--- config.mk ---
export PLATFORM = sky130hd
export DESIGN_NAME = dr_addsub_cla
export DESIGN_NICKNAME = d
export VERILOG_FILES = /design/src/rtl/dr_addsub_pkg.sv /design/src/rtl/drcla_slice.sv /design/src/rtl/drcla_lookahead.sv /design/src/rtl/drcla_sumnet.sv /design/src/rtl/drcla_complete.sv /design/src/rtl/dr_addsub_cla.sv
export SDC_FILE = /design/constraint.sdc
export NUM_CORES = 1
export LEC_CHECK = 0
export ABC_AREA = 1
export ABC_CLOCK_PERIOD_IN_PS = 5000
export BUFFER_PORTS_ARGS = -buffer_cell sky130_fd_sc_hd__buf_2
export CAP_MARGIN = 40
export CORE_UTILIZATION = 45
export CTS_BUF_LIST = sky130_fd_sc_hd__clkbuf_2
export CTS_CLUSTER_DIAMETER = 50
export DETAILED_ROUTE_END_ITERATION = 6
export PLACE_DENSITY = 0.7
export REMOVE_ABC_BUFFERS = 1
export SLEW_MARGIN = 20
export SYNTH_ARGS = -nofsm -noshare
export SYNTH_HDL_FRONTEND = slang
export SYNTH_SLANG_ARGS = --single-unit
--- constraint.sdc ---
create_clock -name clk -period 5 [get_ports clk]
set_input_delay 1 -clock clk [delete_from_list [all_inputs] [get_ports clk]]
set_output_delay 1 -clock clk [all_outputs]
set_load 0.1 [all_outputs]
--- src/rtl/dr_addsub_pkg.sv ---
package dr_addsub_pkg;

    typedef enum logic {
        ST_IDLE   = 1'b0,
        ST_RESULT = 1'b1
    } phase_e;

    // Rail pair: bit 1 = true wire, bit 0 = false wire.
    typedef logic [1:0] rail_t;

    localparam rail_t RAIL_NULL = 2'b00;
    localparam rail_t RAIL_ZERO = 2'b01;
    localparam rail_t RAIL_ONE  = 2'b10;

endpackage

--- src/rtl/drcla_slice.sv ---
module drcla_slice (
    input  logic a_bit,
    input  logic b_bit,
    input  logic sub,
    input  logic en,
    output logic p_mod,
    output logic k_mod,
    output logic g_one,
    output logic g_zero
);
    logic b_eff;
    logic prop;

    always_comb begin
        b_eff  = b_bit ^ sub;
        prop   = a_bit ^ b_eff;
        p_mod  = en & prop;
        k_mod  = en & ~prop;
        g_one  = en & a_bit & b_eff;
        g_zero = en & ~a_bit & ~b_eff;
    end
endmodule

--- src/rtl/drcla_lookahead.sv ---
module drcla_lookahead #(
    parameter int WIDTH = 8
) (
    input  logic [WIDTH-1:0] p_mod,
    input  logic [WIDTH-1:0] g_one,
    input  logic [WIDTH-1:0] g_zero,
    input  logic             cin_t,
    input  logic             cin_f,
    output logic [WIDTH:0]   c_t,
    output logic [WIDTH:0]   c_f
);
    assign c_t[0] = cin_t;
    assign c_f[0] = cin_f;

    // Each carry is a flat sum of products over the lower bits and the carry-in.
    for (genvar i = 0; i < WIDTH; i++) begin : g_carry
        always_comb begin
            logic prod;
            logic acc_t;
            logic acc_f;
            prod  = 1'b1;
            acc_t = 1'b0;
            acc_f = 1'b0;
            for (int j = i; j >= 0; j--) begin
                acc_t = acc_t | (prod & g_one[j]);
                acc_f = acc_f | (prod & g_zero[j]);
                prod  = prod & p_mod[j];
            end
            c_t[i+1] = acc_t | (prod & cin_t);
            c_f[i+1] = acc_f | (prod & cin_f);
        end
    end
endmodule

--- src/rtl/drcla_sumnet.sv ---
module drcla_sumnet #(
    parameter int WIDTH = 8
) (
    input  logic [WIDTH-1:0] p_mod,
    input  logic [WIDTH-1:0] k_mod,
    input  logic [WIDTH-1:0] c_t,
    input  logic [WIDTH-1:0] c_f,
    output logic [WIDTH-1:0] s_t,
    output logic [WIDTH-1:0] s_f
);
    for (genvar i = 0; i < WIDTH; i++) begin : g_bit
        assign s_t[i] = (p_mod[i] & c_f[i]) | (k_mod[i] & c_t[i]);
        assign s_f[i] = (p_mod[i] & c_t[i]) | (k_mod[i] & c_f[i]);
    end
endmodule

--- src/rtl/drcla_complete.sv ---
module drcla_complete #(
    parameter int WIDTH = 8
) (
    input  logic [WIDTH-1:0] s_t,
    input  logic [WIDTH-1:0] s_f,
    input  logic             co_t,
    input  logic             co_f,
    output logic             all_valid
);
    logic [WIDTH:0] bit_ok;

    for (genvar i = 0; i < WIDTH; i++) begin : g_det
        assign bit_ok[i] = s_t[i] ^ s_f[i];
    end
    assign bit_ok[WIDTH] = co_t ^ co_f;
    assign all_valid = &bit_ok;
endmodule

--- src/rtl/dr_addsub_cla.sv ---
module dr_addsub_cla
    import dr_addsub_pkg::*;
#(
    parameter int WIDTH = 8
) (
    input  logic             clk,
    input  logic             rst_n,
    input  logic             go,
    input  logic             arith_mode,
    input  logic             add_sub,
    input  logic [WIDTH-1:0] op_a,
    input  logic [WIDTH-1:0] op_b,
    output logic [WIDTH-1:0] sum_t,
    output logic [WIDTH-1:0] sum_f,
    output logic             cout_t,
    output logic             cout_f,
    output logic             done
);
    localparam int CW = WIDTH + 1;

    logic             en;
    logic [WIDTH-1:0] p_mod, k_mod, g_one, g_zero;
    logic [CW-1:0]    c_t, c_f;
    logic [WIDTH-1:0] s_t, s_f;
    logic             all_valid;
    logic             primed;

    phase_e state, state_nx;

    assign en = go & arith_mode;

    for (genvar i = 0; i < WIDTH; i++) begin : g_slice
        drcla_slice u_slice (
            .a_bit (op_a[i]),
            .b_bit (op_b[i]),
            .sub   (add_sub),
            .en    (en),
            .p_mod (p_mod[i]),
            .k_mod (k_mod[i]),
            .g_one (g_one[i]),
            .g_zero(g_zero[i])
        );
    end

    drcla_lookahead #(.WIDTH(WIDTH)) u_cla (
        .p_mod (p_mod),
        .g_one (g_one),
        .g_zero(g_zero),
        .cin_t (en & add_sub),
        .cin_f (en & ~add_sub),
        .c_t   (c_t),
        .c_f   (c_f)
    );

    drcla_sumnet #(.WIDTH(WIDTH)) u_sum (
        .p_mod(p_mod),
        .k_mod(k_mod),
        .c_t  (c_t[WIDTH-1:0]),
        .c_f  (c_f[WIDTH-1:0]),
        .s_t  (s_t),
        .s_f  (s_f)
    );

    // Phase machine: next-state logic.
    always_comb begin
        state_nx = state;
        unique case (state)
            ST_IDLE:   if (en)  state_nx = ST_RESULT;
            ST_RESULT: if (!en) state_nx = ST_IDLE;
            default:            state_nx = ST_IDLE;
        endcase
    end

    // Phase machine: state register.
    always_ff @(posedge clk) begin
        if (!rst_n) begin
            state  <= ST_IDLE;
            primed <= 1'b0;
        end else begin
            state  <= state_nx;
            primed <= 1'b1;
        end
    end

    // Output register: loads the gated rails, which are null when disabled.
    always_ff @(posedge clk) begin
        if (!rst_n) begin
            sum_t  <= '0;
            sum_f  <= '0;
            cout_t <= 1'b0;
            cout_f <= 1'b0;
        end else begin
            sum_t  <= s_t;
            sum_f  <= s_f;
            cout_t <= c_t[WIDTH];
            cout_f <= c_f[WIDTH];
        end
    end

    drcla_complete #(.WIDTH(WIDTH)) u_done (
        .s_t      (sum_t),
        .s_f      (sum_f),
        .co_t     (cout_t),
        .co_f     (cout_f),
        .all_valid(all_valid)
    );

    assign done = all_valid & (state == ST_RESULT);

    // no illegal 11 code on any registered output pair
    p_no_illegal_r3: assert property (@(posedge clk) disable iff (!rst_n)
        ((sum_t & sum_f) == '0) && !(cout_t && cout_f));

    // no illegal 11 code on any internal carry pair
    p_carry_excl_r3: assert property (@(posedge clk) disable iff (!rst_n)
        (c_t & c_f) == '0);

    // disabled edge leaves every rail null
    p_null_idle_r4: assert property (@(posedge clk) disable iff (!rst_n)
        (primed && !$past(en)) |->
        (sum_t == '0 && sum_f == '0 && !cout_t && !cout_f && !done));

    // an enabled edge always yields a complete result
    p_done_after_en_r6: assert property (@(posedge clk) disable iff (!rst_n)
        (primed && $past(en)) |-> done);

    // ST_RESULT is held only after an enabled edge
    p_state_r10: assert property (@(posedge clk) disable iff (!rst_n)
        (primed && state == ST_RESULT) |-> $past(en));
endmodule

Yosys cells after proc, flatten, opt, wreduce, memory -nomap -nowiden. Index checks and enable logic that the tools add are counted. Widths: inputs -> output; s select.

Bits in registers: 19. Input port bits: 21. Output and inout port bits: 19. Word-level logic and storage cells: 327.

Mux-type cells: 1. Bitwise gates (word level): 320. Reduce and logical (&&, ||, !) cells: 1.

Operator list (count): $and 1x1->1 (182); $or 1x1->1 (88); $not 1->1 (25); $xor 1x1->1 (25); $reduce_and 9->1 (1); $mux 1 (1).

Longest topological paths before layout. Gate-level depths: netlist of run 1.

Depth after elaboration: 13. Mapped depth: 13. Mapped depth without buffers: 12.

Hierarchy. Synthesis of run 1 repeated with hierarchy kept, for this count alone.

Cells, all modules: 408. Area total of the unflattened synthesis: 2059.5 µm².

By module, submodules not included: drcla_slice (instances 8, cells an instance 18, area each 77.6 µm², seq. area each 0.0 µm²); dr_addsub_cla (instances 1, cells an instance 66, area each 583.1 µm², seq. area each 380.4 µm²); drcla_lookahead (instances 1, cells an instance 116, area each 513.0 µm², seq. area each 0.0 µm²); drcla_sumnet (instances 1, cells an instance 48, area each 180.2 µm², seq. area each 0.0 µm²); drcla_complete (instances 1, cells an instance 34, area each 162.7 µm², seq. area each 0.0 µm²).

Least setup slack after synthesis of run 1. OpenSTA, ideal clock, no wires.

Path kind: register to output. From: register sum_f[6]. To: output port done. Arrival time: 4.349 ns. Data required time: 4.000 ns. Setup slack: -0.349 ns. Cell stages (with the launch flop): 5. Buffers on the path: 0. Cell sequence: dfxtp_1 o21ai_0 a221oi_1 o2111ai_1 nor4_1.

Longest elaborated chain between the ends: 3.

RTL lines: start: declaration (line dr_addsub_cla.sv:14) `output logic [WIDTH-1:0] sum_f,`; start signal: assignment (line dr_addsub_cla.sv:89) `sum_f <= '0;`; start signal: assignment (line dr_addsub_cla.sv:94) `sum_f <= s_f;`; $xor 1x1->1 (line drcla_complete.sv:13) `assign bit_ok[i] = s_t[i] ^ s_f[i];`; $reduce_and 9->1 (line drcla_complete.sv:16) `assign all_valid = &bit_ok;`; $and 1x1->1 (line dr_addsub_cla.sv:108) `assign done = all_valid & (state == ST_RESULT);`; end: declaration (line dr_addsub_cla.sv:17) `output logic done`.

Every way passes these cells.

Worst setup path after layout of run 1. Ends and elaborated chain as after synthesis.

==> impl_metrics.csv, run 1 <==
group,metric,value,unit
pwr,power_density,170,mW/mm^2
worst_setup_path,cp-end-kind,"primary output",
clock_network,cts_buffers,3,
pwr,intPower,0.205,mW
layout,nNetsFinal,337,
sta,setup_ws,2.18,ns
drt,drt_pass1_iterations,4,
place,portBuffers,39,
pwr,power_leakage,1.00,nW
sta,fin_tns_setup,0,ns
worst_setup_path,crit_chain,"o21ai_0 > a221oi_1 > o2111ai_1 > nor4_1 > buf_2",
pwr,power_frac_comb,35.3,%
drt,viasPerCell,4.90,
sta,rsz0062_at_grt,"false",
worst_setup_path,slowest_stage,"buf_2",
clock_network,postCtsSetupRepairBufs,0,
floorplan,die_h,64.6,um
drt,routed_wl,3.84,mm
sta,min_period,2.82,ns
clock_network,cts_hold_buf,0,
worst_setup_path,crit_path_start_kind,"register",
status,status,"completed",
sta,drv_slew,0,
sta,clock.fmax,354,MHz
synth,syn_avg_cell_area,6.34,um^2
pwr,clkPwrFrac,17.8,%
drt,wl_per_cell,10.6,um
drt,drt-met1-wl,2.03,mm
clock_network,cts_root_buffer,"clkbuf_2",
pwr,switching_share,38.6,%
global_routing,grt_first_pass_wirelength,6.76,mm
floorplan,die_w,64.6,um
synth,synth.distinct_cells,34,
flow_run,drv_cap,0,
synth,synth-seq-area-share,21.6,%
drt,drc,0,
drt,drtAntennaViolNets,0,
floorplan,die_area,0.00417,mm^2
clock_network,post_cts_resized,0,
clock_network,h-tree-depth,1,
pwr,switchingPower,0.129,mW
clock_network,cts_tree,"yes",
sta,period_share,56.5,%
clock_network,clk_path_buf_depth,2,
drt,met2WireLength,1.65,mm
global_routing,grt_max_degree,22,
global_routing,grt_overflow,0,
floorplan,initial_core_util,47.4,%
synth,yosysTopAreaCellShare,21.6,%
sta,setup_viol,0,
min_path,hold_class,"in2reg",
floorplan,core_region_area,0.00372,mm^2
drt,drtIter0Drc,38,
layout,area_delta_synth_final,11.3,%
floorplan,ios,40,
clock_network,clock_sinks,19,
sta,slew_headroom,66.3,%
synth,syn_inst,278,
worst_setup_path,slowest_delay,0.47,ns
floorplan,num_rows,22,
worst_setup_path,crit_type,"reg2out",
global_routing,grt_usage,20.2,%
synth,synth_area,0.00176,mm^2
synth,yosysWarnings,0,
sta,hold_viol_final,0,
pwr,pwr-share-seq,46.9,%
sta,whs,1.14,ns
global_routing,grt_antenna_before_repair,0,
synth,synth_top_area_cell,"dfxtp_1",
drt,via_count,1780,
place,dpl.hpwl,3.24,mm
place,dp_slack,2.13,ns
synth,synthTopCellsByArea,"dfxtp_1 (22%), nand2_1 (19%), a21oi_1 (7.7%)",
drt,top_layer_used,"met4",
pwr,finalPower,0.334,mW
layout,diodes,0,
global_routing,grt_pass1_vias,1527,
worst_setup_path,crit_arrival,1.82,ns
clock_network,clk_pin_slew,0.16,ns
layout,layout-drive-gt1-share,26.3,%
worst_setup_path,required,4.00,ns
pwr,ir_worst_vdd,66.8,uV
drt,met3_length,126,um
synth,ys_ff_latch,19,
worst_setup_path,crit_fanout,3,
place,gp_congestion,0.903,
sta,worst_pin_slew,0.502,ns
critical path, delay by kind of cell, from the launching register on:
kind,cells,cell delay [ns]
DFF,1,0.40
and+or+nand+nor,1,0.19
buffers and inverters,1,0.47
AOI/OAI and AO/OA,3,0.48
through the flow:
stage	instance area, um^2	utilization (%)	cells
2_1_floorplan	1690	-	272
3_3_place_gp	1940	52.3	359
3_5_place_dp	1940	52.3	359
4_1_cts	1960	52.8	363
5_1_grt	1960	52.8	363
6_report	1960	52.8	363
sequential cells by signal, indices dropped and copies added (netlist names):
| register | flops |
|---|---|
| state | 1 |
| sum_f | 8 |
| sum_t | 8 |
| cout_t | 1 |
| cout_f | 1 |
path summary, 6_finish.rpt:
| check | from | endpoint | slack (ns) | cells past startpoint |
|---|---|---|---|---|
| min | op_a[7] | sum_f[7]$_SDFF_PN0_ | 1.14 | 5 |
| max | sum_f[6]$_SDFF_PN0_ | done | 2.18 | 5 |
cells by family after synthesis:
family	count (synthesis)	synth area share (%)
AO/OA/AOI/OAI	44	13.9
XOR/XNOR	6	3.83
buffers and inverters	40	11.7
flip-flops	19	21.6
AND/OR/NAND/NOR	169	49.0
layout make-up:
cell class	instances	area, um^2
multi-input cells	219	1180
inverters	34	130
clock inverters	1	5.00
fillers	397	1750
flip-flops and latches	19	380
well taps	48	60.1
repair buffers	39	195
clock buffers	3	15.0
power by group through the flow:
stage | clock network [mW] | registers, mW | logic [mW]
after CTS | 0.0617 | 0.157 | 0.118
after floorplan | 0 | 0.181 | 0.0680
after global placement | 0 | 0.160 | 0.117
after global routing | 0.0689 | 0.157 | 0.131
final | 0.0595 | 0.157 | 0.118
after detailed placement | 0 | 0.160 | 0.117
routing by layer:
layer / GRT usage (%) / up-vias
met5: 0 / -
met4: 5.00 / 0
met3: 1.06 / 5
met2: 33.3 / 47
met1: 28.7 / 763
li1: - / 965
synth_stat cells:
master / instances
nand2_1: 87
nor2_1: 31
inv_1: 29
a21oi_1: 27
dfxtp_1: 19
nand3_2: 11
nand2_2: 10
nand3_1: 10
o21ai_0: 8
nand4_1: 4
clkbuf_8: 3
inv_2: 3
nand2_4: 3
nor2_4: 3
o22ai_1: 3
a21oi_2: 2
nand3b_1: 2
nor2_2: 2
o2111ai_1: 2
or2_1: 2
xnor2_1: 2
xnor2_2: 2
xor2_1: 2
a221oi_1: 1
a22oi_1: 1
buf_12: 1
buf_6: 1
clkbuf_1: 1
clkinv_1: 1
inv_4: 1
nand3_4: 1
nor2_8: 1
nor4_1: 1
nor4_4: 1
cells in the final DEF, fill, tap and decap left out, drive strengths merged:
master / n
o2111ai: 2
buf: 39
o21ai: 8
nand3: 22
dfxtp: 19
nand4: 4
nand2: 100
xnor2: 4
or2: 2
a22oi: 1
xor2: 2
a221oi: 1
nor2: 37
nor4: 2
inv: 33
clkbuf: 3
o22ai: 3
clkinv: 2
nand3b: 2
a21oi: 29
No activity file was read; power rests on OpenSTA's default activity.
==> inputs of run 2 (changes only) <==
--- a/config.mk
+++ b/config.mk
@@ -6,14 +6,14 @@
 export NUM_CORES = 1
 export LEC_CHECK = 0
 export ABC_AREA = 1
-export ABC_CLOCK_PERIOD_IN_PS = 5000
+export ABC_CLOCK_PERIOD_IN_PS = 2400
 export BUFFER_PORTS_ARGS = -buffer_cell sky130_fd_sc_hd__buf_2
 export CAP_MARGIN = 40
 export CORE_UTILIZATION = 45
 export CTS_BUF_LIST = sky130_fd_sc_hd__clkbuf_2
 export CTS_CLUSTER_DIAMETER = 50
 export DETAILED_ROUTE_END_ITERATION = 6
-export PLACE_DENSITY = 0.7
+export PLACE_DENSITY = 0.73
 export REMOVE_ABC_BUFFERS = 1
 export SLEW_MARGIN = 20
 export SYNTH_ARGS = -nofsm -noshare
==> constraint.sdc (replaced) <==
create_clock -name clk -period 2.4 [get_ports clk]
set_input_delay 0.48 -clock clk [delete_from_list [all_inputs] [get_ports clk]]
set_output_delay 0.48 -clock clk [all_outputs]
set_load 0.1 [all_outputs]
==> run 2 against run 1 <==
Hold slack got worse by 0.48 ns. Core utilization up 0.27 points. Largest cell class unchanged. Total power up 110%. Highest routed layer unchanged. Sequential cell count stayed put. Largest power group unchanged. Routed wire length grew 0.57%.
==> impl_metrics.csv, run 2 (same netlist as run 1, synthesis figures left out) <==
group,metric,value,unit
clock_network,clock_sinks,19,
pwr,ir_worst_vdd,124,uV
layout,diodes,0,
global_routing,grt_antenna_before_repair,0,
drt,drtIter0Drc,52,
layout,reg.largest.list,"sum_f x8, sum_t x8",
worst_setup_path,slowest_stage,"clkbuf_4",
clock_network,post_cts_resized,0,
layout,nNetsFinal,338,
floorplan,num_rows,22,
sta,worst_pin_slew,0.476,ns
clock_network,clk_pin_slew,0.14,ns
min_path,hold_class,"in2reg",
pwr,power_leakage,1.00,nW
worst_setup_path,crit_arrival,1.78,ns
layout,layout.cells.non_filler,364,
layout,final_cell_mix,"nand2_1 (87), buf_2 (38), nor2_1 (31)",
drt,drc,0,
clock_network,cts_root_buffer,"clkbuf_2",
layout,design_area,0.00197,mm^2
sta,rsz0062_at_grt,"false",
sta,hold_viol_final,0,
global_routing,grt_pass1_vias,1592,
worst_setup_path,crit_type,"reg2out",
drt,drt_pass1_iterations,4,
sta,fin_tns_setup,0,ns
pwr,power_density,353,mW/mm^2
layout,layout-drive-gt1-share,26.6,%
drt,drtAntennaViolNets,0,
flow_run,drv_cap,0,
drt,viasPerCell,4.96,
drt,wl_per_cell,10.6,um
sta,slew_headroom,68.1,%
drt,via_count,1805,
sta,drv_slew,0,
worst_setup_path,required,1.92,ns
sta,whs,0.658,ns
floorplan,core_region_area,0.00372,mm^2
clock_network,cts_hold_buf,0,
place,dp_slack,0.275,ns
place,portBuffers,39,
sta,setup_viol,0,
global_routing,grt_overflow,0,
sta,setup_ws,0.135,ns
sta,clock.fmax,442,MHz
sta,period_share,94.4,%
place,gp_congestion,0.891,
place,dpl.hpwl,3.31,mm
clock_network,cts_buffers,3,
clock_network,h-tree-depth,1,
sta,min_period,2.26,ns
layout,area_delta_synth_final,11.9,%
layout,final_common_cell,"nand2_1",
worst_setup_path,crit_fanout,3,
status,status,"completed",
clock_network,clk_path_buf_depth,2,
drt,routed_wl,3.86,mm
worst_setup_path,slowest_delay,0.38,ns
global_routing,grt_usage,20.1,%
floorplan,initial_core_util,47.4,%
place,postPlaceCellArea,0.00195,mm^2
worst_setup_path,crit_chain,"nand2_1 > o21ai_0 > a221oi_1 > o2111ai_1 > nor4_1 > clkbuf_4",
worst_setup_path,cp-end-kind,"primary output",
clock_network,cts_tree,"yes",
global_routing,grt_first_pass_wirelength,6.69,mm
global_routing,grt_max_degree,21,
floorplan,die_w,64.6,um
floorplan,die_h,64.6,um
floorplan,ios,40,
floorplan,die_area,0.00417,mm^2
clock_network,postCtsSetupRepairBufs,0,
place,dp.cells,360,
worst_setup_path,crit_path_start_kind,"register",
[run 2: cell count changes in the layout (fill, tap and decap cells not counted)]
cell      previous run  this run
buf_2               39        38
clkbuf_4             0         1
clkinv_2             1         0
clkbuf_2             3         4
buf_4                0         1
[run 2: where the power goes]
part	internal [mW]	switching [mW]
clock	0.0442	0.0772
sequential	0.322	0.00370
combinational	0.0679	0.180
total	0.434	0.261
[run 2: worst paths after layout]
kind | startpoint | endpoint | slack (ns) | cells after the start
worst max-delay path | sum_t[1]$_SDFF_PN0_ | done | 0.14 | 6
worst min-delay path | op_a[7] | sum_t[7]$_SDFF_PN0_ | 0.66 | 5
[run 2: area by class of cell]
type / count / area, um^2
Fill cell: 389 / 1740
Multi-Input combinational cell: 219 / 1180
Sequential cell: 19 / 380
Timing Repair Buffer: 40 / 205
Inverter: 34 / 130
Tap cell: 48 / 60.1
Clock buffer: 4 / 20.0
[run 2: metrics by stage]
| stage | util [%] | power (mW) |
|---|---|---|
| floorplan | - | 0.518 |
| global placement | 52.5 | 0.577 |
| detailed placement | 52.5 | 0.580 |
| CTS | 53.0 | 0.702 |
| global route | 53.1 | 0.743 |
| finish | 53.1 | 0.696 |
[run 2: worst max-delay path: cells and delay by family, from the launching register on]
kind                   cells  cell delay, ns
AOI/OAI and AO/OA          3            0.50
buffers and inverters      1            0.38
DFF                        1            0.35
and+or+nand+nor            2            0.27
[run 2: routing by layer]
metal	GRT usage (%)	vias up	wire, um
li1	-	969	-
met1	28.1	783	2000
met2	33.2	49	1700
met3	1.23	4	140
met4	5.56	0	21
met5	0	-	0
